File: src/rtl/tlb_walker.sv
module tlb_walker #(
  parameter int VA_W    = 16,
  parameter int OFF_W   = 8,
  parameter int FRAME_W = 8,
  parameter int MEM_AW  = 16,
  parameter int ENTRIES = 8
) (
  input  logic                     clk,
  input  logic                     rst_n,
  input  logic                     flush,
  input  logic                     req_valid,
  output logic                     req_ready,
  input  logic [VA_W-1:0]          req_vaddr,
  input  logic [1:0]               req_kind,
  input  logic [MEM_AW-1:0]        ptbase,
  input  logic [VA_W-OFF_W:0]      ptlen,
  output logic                     mem_req_valid,
  output logic [MEM_AW-1:0]        mem_req_addr,
  input  logic                     mem_resp_valid,
  input  logic [FRAME_W+2:0]       mem_resp_data,
  output logic                     resp_valid,
  output logic [FRAME_W+OFF_W-1:0] resp_paddr,
  output logic                     resp_fault,
  output logic                     resp_hit
);
  localparam int PN_W  = VA_W - OFF_W;
  localparam int IDX_W = (ENTRIES > 1) ? $clog2(ENTRIES) : 1;

  logic [ENTRIES-1:0] ent_v;
  logic [PN_W-1:0]    ent_pn [ENTRIES];
  logic [FRAME_W-1:0] ent_fr [ENTRIES];
  logic [ENTRIES-1:0] ent_w, ent_x;
  logic [IDX_W-1:0]   rr;

  logic               walking;
  logic [PN_W-1:0]    cur_pn;
  logic [OFF_W-1:0]   cur_off;
  logic [1:0]         cur_kind;

  logic [PN_W-1:0]    req_pn;
  logic [OFF_W-1:0]   req_off;
  logic [ENTRIES-1:0] hit_vec;
  logic [FRAME_W-1:0] hit_fr;
  logic               hit_w, hit_x, accept, len_bad, refill;

  function automatic logic denied(input logic w, input logic x, input logic [1:0] k);
    return (k == 2'b01 && !w) || (k == 2'b10 && !x);
  endfunction

  assign req_pn        = req_vaddr[VA_W-1:OFF_W];
  assign req_off       = req_vaddr[OFF_W-1:0];
  assign req_ready     = !walking && !flush;
  assign accept        = req_valid && req_ready;
  assign len_bad       = {1'b0, req_pn} >= ptlen;
  assign mem_req_valid = walking;
  assign refill        = walking && mem_resp_valid && mem_resp_data[FRAME_W];

  for (genvar i = 0; i < ENTRIES; i++) begin : g_cmp
    assign hit_vec[i] = ent_v[i] && (ent_pn[i] == req_pn);
  end

  always_comb begin
    hit_fr = '0;
    hit_w  = 1'b0;
    hit_x  = 1'b0;
    for (int i = 0; i < ENTRIES; i++) begin
      if (hit_vec[i]) begin
        hit_fr = hit_fr | ent_fr[i];
        hit_w  = hit_w | ent_w[i];
        hit_x  = hit_x | ent_x[i];
      end
    end
  end

  always_ff @(posedge clk) begin
    if (!rst_n) begin
      ent_v        <= '0;
      rr           <= '0;
      walking      <= 1'b0;
      resp_valid   <= 1'b0;
      resp_fault   <= 1'b0;
      resp_hit     <= 1'b0;
      resp_paddr   <= '0;
      mem_req_addr <= '0;
      cur_pn       <= '0;
      cur_off      <= '0;
      cur_kind     <= '0;
    end else begin
      resp_valid <= 1'b0;
      if (flush) ent_v <= '0;
      if (accept) begin
        cur_pn   <= req_pn;
        cur_off  <= req_off;
        cur_kind <= req_kind;
        if (len_bad) begin
          resp_valid <= 1'b1;
          resp_hit   <= 1'b0;
          resp_fault <= 1'b1;
          resp_paddr <= '0;
        end else if (|hit_vec) begin
          resp_valid <= 1'b1;
          resp_hit   <= 1'b1;
          resp_fault <= denied(hit_w, hit_x, req_kind);
          resp_paddr <= denied(hit_w, hit_x, req_kind) ? '0 : {hit_fr, req_off};
        end else begin
          walking      <= 1'b1;
          mem_req_addr <= ptbase + MEM_AW'(req_pn);
        end
      end
      if (walking && mem_resp_valid) begin
        walking    <= 1'b0;
        resp_valid <= 1'b1;
        resp_hit   <= 1'b0;
        if (!mem_resp_data[FRAME_W] ||
            denied(mem_resp_data[FRAME_W+1], mem_resp_data[FRAME_W+2], cur_kind)) begin
          resp_fault <= 1'b1;
          resp_paddr <= '0;
        end else begin
          resp_fault <= 1'b0;
          resp_paddr <= {mem_resp_data[FRAME_W-1:0], cur_off};
        end
      end
      if (refill) begin
        ent_v[rr]  <= 1'b1;
        ent_pn[rr] <= cur_pn;
        ent_fr[rr] <= mem_resp_data[FRAME_W-1:0];
        ent_w[rr]  <= mem_resp_data[FRAME_W+1];
        ent_x[rr]  <= mem_resp_data[FRAME_W+2];
        rr         <= (rr == IDX_W'(ENTRIES-1)) ? '0 : rr + 1'b1;
      end
    end
  end

  AST_SINGLE_MATCH: assert property (@(posedge clk) disable iff (!rst_n)
    $onehot0(hit_vec));
  AST_HIT_NO_READ: assert property (@(posedge clk) disable iff (!rst_n)
    accept && !len_bad && (|hit_vec) |=> resp_valid && resp_hit && !mem_req_valid);
  AST_LEN_FAULT: assert property (@(posedge clk) disable iff (!rst_n)
    accept && len_bad |=> resp_valid && resp_fault && !mem_req_valid);
  AST_WALK_RESULT: assert property (@(posedge clk) disable iff (!rst_n)
    mem_req_valid && mem_resp_valid |=> resp_valid && !resp_hit && !mem_req_valid);
  AST_BUSY_NOT_READY: assert property (@(posedge clk) disable iff (!rst_n)
    mem_req_valid |-> !req_ready);
  AST_FLUSH_EMPTIES: assert property (@(posedge clk) disable iff (!rst_n)
    flush && !refill |=> ent_v == '0);
  AST_FAULT_ZERO: assert property (@(posedge clk) disable iff (!rst_n)
    resp_valid && resp_fault |-> resp_paddr == '0);
endmodule

File: config.mk
export PLATFORM = sky130hd
export DESIGN_NAME = tlb_walker
export DESIGN_NICKNAME = d
export VERILOG_FILES = /design/src/rtl/tlb_walker.sv
export SDC_FILE = /design/constraint.sdc
export NUM_CORES = 1
export LEC_CHECK = 0
export ABC_AREA = 1
export BUFFER_PORTS_ARGS = -buffer_cell sky130_fd_sc_hd__clkbuf_2
export CAP_MARGIN = 20
export CORE_AREA = 3 3 142 144
export CTS_CLUSTER_DIAMETER = 120
export DETAILED_ROUTE_END_ITERATION = 8
export DIE_AREA = 0 0 145 147
export GPL_ROUTABILITY_DRIVEN = 0
export GPL_TIMING_DRIVEN = 0
export PLACE_DENSITY = 0.75
export SYNTH_ARGS = -nofsm -noshare
export SYNTH_HDL_FRONTEND = slang
export SYNTH_SLANG_ARGS = --single-unit
File: constraint.sdc
create_clock -name clk -period 2 [get_ports clk]
set_input_delay 0.1 -clock clk [delete_from_list [all_inputs] [get_ports clk]]
set_output_delay 0.1 -clock clk [all_outputs]
set_load 0.02 [all_outputs]
# After elaboration in Yosys (flattened, before gate mapping)
# Memory sizes are Yosys's and may differ from the RTL's.
# Index checks and enable logic that the tools add are counted.
# op_classes
n_addsub	2
n_lt_le_gt_ge	3
eq_ne	13
muxes	52
n_bitwise	25
n_reduce_logical	36
# op_table
operator	n
$mux 16	6
$mux 8	11
$eq 8x8->1	8
$or 8x8->8	8
$mux 1	31
$logic_and 1x1->1	17
$add 16x8->16	1
$bwmux 8	2
$or 1x1->1	14
$ge 8x9->1	1
$reduce_or 8->1	1
$logic_not 1->1	7
$reduce_and 2->1	3
$eq 2x1->1 const B	2
$eq 2x2->1 const B	2
$lt 3x4->1 const B	1
$reduce_bool 2->1	2
$add 3x1->3 const B	1
$demux 1 s3	1
$eq 3x3->1 const B	1
$ge 3x1->1 const B	1
$logic_or 1x1->1	3
$mux 3	1
$not 1->1	3
3 further kinds	3
# word_totals
reg_bits	81
ramBits	128
output_inout_bits	37
wordCells	146
n_memories	2
# mem_list
memory	depth	width	rd	rd_ports_with_merged_regs	wr	line	rtl
ent_fr	8	8	8	0	1	31	logic [FRAME_W-1:0] ent_fr [ENTRIES];
ent_pn	8	8	8	0	1	30	logic [PN_W-1:0] ent_pn [ENTRIES];

# Longest topological paths before layout
# logic_depth
depth_word	25
mapped_depth	16

# Least setup slack after synthesis
# OpenSTA, ideal clock, no wires.
# synth_timing
path_type	register -> register
startpoint	register walking, in the netlist mem_req_valid
endpoint	memory ent_fr[1][0] (enable)
setup_ns	0.393
t_arrival_ns	1.915
t_required_ns	1.607
path_slack_ns	-0.307
stages_incl_launch_ff	7
n_path_buf	0
period_less_slack_ns	2.307
cell_sequence	dfxtp_1 nand2_1 nor2_1 inv_1 nor2_1 nand2_1 nor2_1
# synth_between
elab_chain_cells	5
# synth_lines
item	line	rtl
start: declaration	35	logic walking;
start signal: assignment	79	walking <= 1'b0;
start signal: assignment	106	walking <= 1'b1;
start signal: assignment	111	walking <= 1'b0;
$logic_and 1x1->1 (2 in a row)	56	assign refill = walking && mem_resp_valid && mem_resp_data[FRAME_W];
$mux 1	123	if (refill) begin
$mux 1	76	if (!rst_n) begin
$mux 1 (implied by the code)	126	ent_fr[rr] <= mem_resp_data[FRAME_W-1:0];
end: declaration	31	
# No other way between the ends.

==> flow_summary.yaml <==
timing:
  grt_setup_unrepaired: "true"
  final_critical_path_required_period_ns: 1.95
  worst_pin_slew_ns: 0.734
  min_period_over_period_pct: 97.4
  slew_headroom_pct: 51.0
  finalClockSkew_ns: 0.0157
  final_hold_viol_count: 0
  max_freq_ghz: 0.514
  final_max_slew_violation_count: 0
  worst_hold_slack_ns: 0.0362
  setup_viol_count_final: 0
run_status:
  status: "complete, no violations"
synthesis:
  synth_top_cell_by_area: "sky130_fd_sc_hd__edfxtp_1"
  netlist.area_leader.share_pct: 42.6
  ys.warnings.count: 0
  count_of_flip_flops_with_a_built_in_enable_after_synthesis: 144
  synth.ff_latch_count: 209
  netlist_top_cells_area: "sky130_fd_sc_hd__edfxtp_1 (43%), sky130_fd_sc_hd__dfxtp_1 (13%), sky130_fd_sc_hd__nand2_1 (10%), sky130_fd_sc_hd__inv_1 (4.8%), sky130_fd_sc_hd__nand3_1 (4.8%)"
  post_synth.cell_area_avg_um2: 9.11
  ys.flop_type: "sky130_fd_sc_hd__edfxtp_1"
  synthesis.nets: 1192
  asyncSetResetFlopFracSynth_pct: 0
  synth.yosys.seq_area_share_pct: 55.4
  post_synth_num_cell_types: 50
  synthesis.area_mm2: 0.0101
  synth_instances: 1114
final_layout:
  fillerInstances: 1381
  area_of_the_multi_input_gates_mm2: 0.00401
  ff_latch_area_mm2: 0.00563
  number_of_antenna_diodes: 0
  post_route_insts_no_fill: 1574
  drive_above_1_share_pct: 22.5
  layout.nets: 1375
  area_growth_syn_to_layout_pct: 24.8
global_route:
  vias_in_the_first_global_route: 8181
  grt.met2_usage_pct: 43.6
  grt_max_degree: 19
  global_route.usage.total_pct: 25.3
  grt_remaining_overflow: 0
  grt_pass1_wl_mm: 42.8
  grt_antenna_before_repair: 0
  met1_usage_pct: 32.7
  globalRouteMet3Util_pct: 3.55
  grt_most_used_layer: "met2"
floorplan:
  placeableCoreArea_mm2: 0.0188
  die_y_um: 147
  initial_core_util_pct: 53.9
  placement_rows: 50
  pin_count: 96
  die-area_mm2: 0.0213
  die_width_um: 145
clock_network:
  cts.clk_slew.worst_paths_ns: 0.06
  cts.root.buffer_cell: "sky130_fd_sc_hd__clkbuf_16"
  worst_skew_late_latency_ns: 0.51
  cts_buffers: 23
  cts-root-to-sink-buffers: 3
  cts_tree: "built"
  h_tree_depth: 1
  cts_sinks: 209
run:
  cap_violations: 0
worst_setup_path:
  worstRegToRegCells: 13
  cp.required_ns: 2.43
  timing.critical_path.fanout_max: 5
  arrival_ns: 2.37
  worst_setup_path_end_kind: "flip-flop"
  setup.worst_path.start_class: "flip-flop"
  criticalPathCategory: "reg -> reg"
routing:
  drt_wl_total_mm: 27.8
  initialDrtViolationCount: 879
  vias_cell: 5.43
  route.antenna.remaining_nets: 0
  route.detailed.drc: 0
  wl_per_cell_um: 17.7
  vias: 8544
  drt-pass1-iter-count: 5
hold_path:
  cell_count_of_the_worst_hold_path: 5
  hp-class: "in -> reg"
power_and_ir_drop:
  power_per_cell_area_mw_per_mm2: 800
  vdd_drop_max_mv: 0.537
  leakagePower_nw: 5.59
  overall_power_after_layout_mw: 10.1
placement:
  port_buffers: 93
  detailedPlacementHpwl_mm: 18.4
  place.detailed.instances: 1471
-- per-layer routing --
layer / part of all wire (%) / wire length, um / up-vias
li1: - / - / 4077
met1: 39 / 10800 / 3981
met2: 50 / 13800 / 401
met3: 7.7 / 2140 / 85
met4: 3.9 / 1080 / 0
met5: 0 / 0 / -
-- registers in the layout (all words and copies together) (netlist names) --
signal	cells
ent_pn	64
resp_valid	1
cur_pn	8
ent_w	8
resp_fault	1
mem_req_valid	1
rr	3
resp_hit	1
cur_kind	2
resp_paddr	16
ent_fr	64
ent_v	8
ent_x	8
mem_req_addr	16
cur_off	8
-- where the power goes --
group | total [mW] | switching (mW) | leakage (nW) | internal [mW]
registers | 4.79 | 0.0769 | 1.83 | 4.71
logic | 1.07 | 0.672 | 3.38 | 0.398
clock network | 4.27 | 1.73 | 0.380 | 2.54
total | 10.1 | 2.48 | 5.59 | 7.65
-- cells by family after synthesis --
kind of cell / Yosys count / share of synthesized area [%]
simple gates: 563 / 25.3
compound gates: 125 / 6.88
buf+inv: 172 / 7.58
flops: 209 / 55.4
fa+ha+maj: 19 / 2.42
xor+xnor: 26 / 2.39
-- Yosys cell counts, types with 2 or more instances --
library cell and count:
sky130_fd_sc_hd__clkbuf_1 9, sky130_fd_sc_hd__nor2_1 120, sky130_fd_sc_hd__edfxtp_1 144, sky130_fd_sc_hd__buf_6 11, sky130_fd_sc_hd__xor2_1 9, sky130_fd_sc_hd__nor2_2 4
sky130_fd_sc_hd__nand4_1 29, sky130_fd_sc_hd__xnor2_1 15, sky130_fd_sc_hd__inv_2 3, sky130_fd_sc_hd__buf_4 4, sky130_fd_sc_hd__and2_1 3, sky130_fd_sc_hd__nand2_4 2
sky130_fd_sc_hd__ha_1 18, sky130_fd_sc_hd__buf_2 9, sky130_fd_sc_hd__dfxtp_1 65, sky130_fd_sc_hd__nor2_4 9, sky130_fd_sc_hd__o211ai_1 3, sky130_fd_sc_hd__a211oi_1 2
sky130_fd_sc_hd__o21ai_0 32, sky130_fd_sc_hd__nand3_2 10, sky130_fd_sc_hd__o21ai_1 11, sky130_fd_sc_hd__nand2_2 3, sky130_fd_sc_hd__inv_4 4, sky130_fd_sc_hd__nand2_1 270
sky130_fd_sc_hd__nand3b_1 3, sky130_fd_sc_hd__inv_1 130, sky130_fd_sc_hd__o21a_1 2, sky130_fd_sc_hd__o22ai_1 5, sky130_fd_sc_hd__a21oi_2 8, sky130_fd_sc_hd__nand3_4 2
sky130_fd_sc_hd__o32ai_1 3, sky130_fd_sc_hd__nand3_1 97, sky130_fd_sc_hd__and2_0 2, sky130_fd_sc_hd__xor2_2 2, sky130_fd_sc_hd__a21oi_1 56
-- placed cells by master, fill, tap and decap left out, types with 4 or more instances in the layout --
master and n:
sky130_fd_sc_hd__o21ai_0 30, sky130_fd_sc_hd__clkbuf_16 23, sky130_fd_sc_hd__clkbuf_1 8, sky130_fd_sc_hd__nor2_4 23, sky130_fd_sc_hd__dlygate4sd3_1 33, sky130_fd_sc_hd__nand3_2 12, sky130_fd_sc_hd__buf_12 6, sky130_fd_sc_hd__inv_2 6
sky130_fd_sc_hd__o21ai_1 7, sky130_fd_sc_hd__nand3_1 94, sky130_fd_sc_hd__xnor2_1 14, sky130_fd_sc_hd__dfxtp_1 65, sky130_fd_sc_hd__nand2_2 17, sky130_fd_sc_hd__clkbuf_2 94, sky130_fd_sc_hd__nor2_2 6, sky130_fd_sc_hd__inv_4 4
sky130_fd_sc_hd__ha_1 18, sky130_fd_sc_hd__inv_1 127, sky130_fd_sc_hd__a21oi_2 12, sky130_fd_sc_hd__nand2_1 255, sky130_fd_sc_hd__a21oi_1 52, sky130_fd_sc_hd__o21ai_2 6, sky130_fd_sc_hd__buf_8 6, sky130_fd_sc_hd__edfxtp_1 144
sky130_fd_sc_hd__nor2_1 104, sky130_fd_sc_hd__o22ai_1 5, sky130_fd_sc_hd__nand4_1 29, sky130_fd_sc_hd__buf_2 7, sky130_fd_sc_hd__xor2_1 9, sky130_fd_sc_hd__buf_4 24, sky130_fd_sc_hd__clkinv_2 9, sky130_fd_sc_hd__buf_6 13
-- what timing repair did --
action | in CTS | in global routing
setup buffers | 13 | 14
resized for setup | 17 | 59
setup endpoints to repair | 149 | 91
cloned | 0 | 1
hold endpoints to repair | 116 | 0
hold buffers | 33 | 0
pin swaps | 9 | 28
-- worst max-delay path: stages (launching register included) --
cell                       delay (ns)
sky130_fd_sc_hd__edfxtp_1        0.42
sky130_fd_sc_hd__inv_2           0.07
sky130_fd_sc_hd__nand2_2         0.05
sky130_fd_sc_hd__and2_4          0.13
sky130_fd_sc_hd__nand2_2         0.04
sky130_fd_sc_hd__nor2_1          0.04
sky130_fd_sc_hd__nand3_1         0.10
sky130_fd_sc_hd__nand2_2         0.08
sky130_fd_sc_hd__nor2_4          0.16
sky130_fd_sc_hd__nand3_4         0.14
sky130_fd_sc_hd__nor2_4          0.22
sky130_fd_sc_hd__buf_4           0.18
sky130_fd_sc_hd__o21ai_1         0.07
sky130_fd_sc_hd__a21oi_1         0.16
-- path summary, 6_finish.rpt --
kind,from,to,slack [ns]
max reg2reg,ent_pn[1][7]$_DFFE_PP_,mem_req_addr[10]$_SDFFE_PN0P_,0.05
min,mem_resp_data[8],rr[0]$_SDFFE_PN0P_,0.04
min reg2reg,cur_off[4]$_SDFFE_PN0P_,cur_off[4]$_SDFFE_PN0P_,0.45
max,ent_pn[1][7]$_DFFE_PP_,mem_req_addr[10]$_SDFFE_PN0P_,0.05
-- final cells by class --
class                      instances  share of cell area [%]
clock inverter                    17                    1.35
clock buffer                      25                    4.68
timing repair buffer             158                    9.04
multi-input combinational        733                    31.7
inverter                         138                    4.21
sequential                       209                    44.4
buffer                            34                    2.09
tap                              260                    2.57
-- metrics by stage --
step / area [um2] / setup TNS, ns / utilization, % / setup slack, ns
2_1_floorplan: 10200 / -11.24 / - / -0.156
3_3_place_gp: 11000 / -103.00 / 58.3 / -1.08
3_5_place_dp: 11000 / -50.29 / 58.6 / -0.424
4_1_cts: 12400 / 0 / 65.6 / 0.00125
5_1_grt: 12700 / -0.248 / 67.3 / -0.0737
6_report: 12700 / 0 / 67.3 / 0.0527
Power figures use the tool's default switching activity.
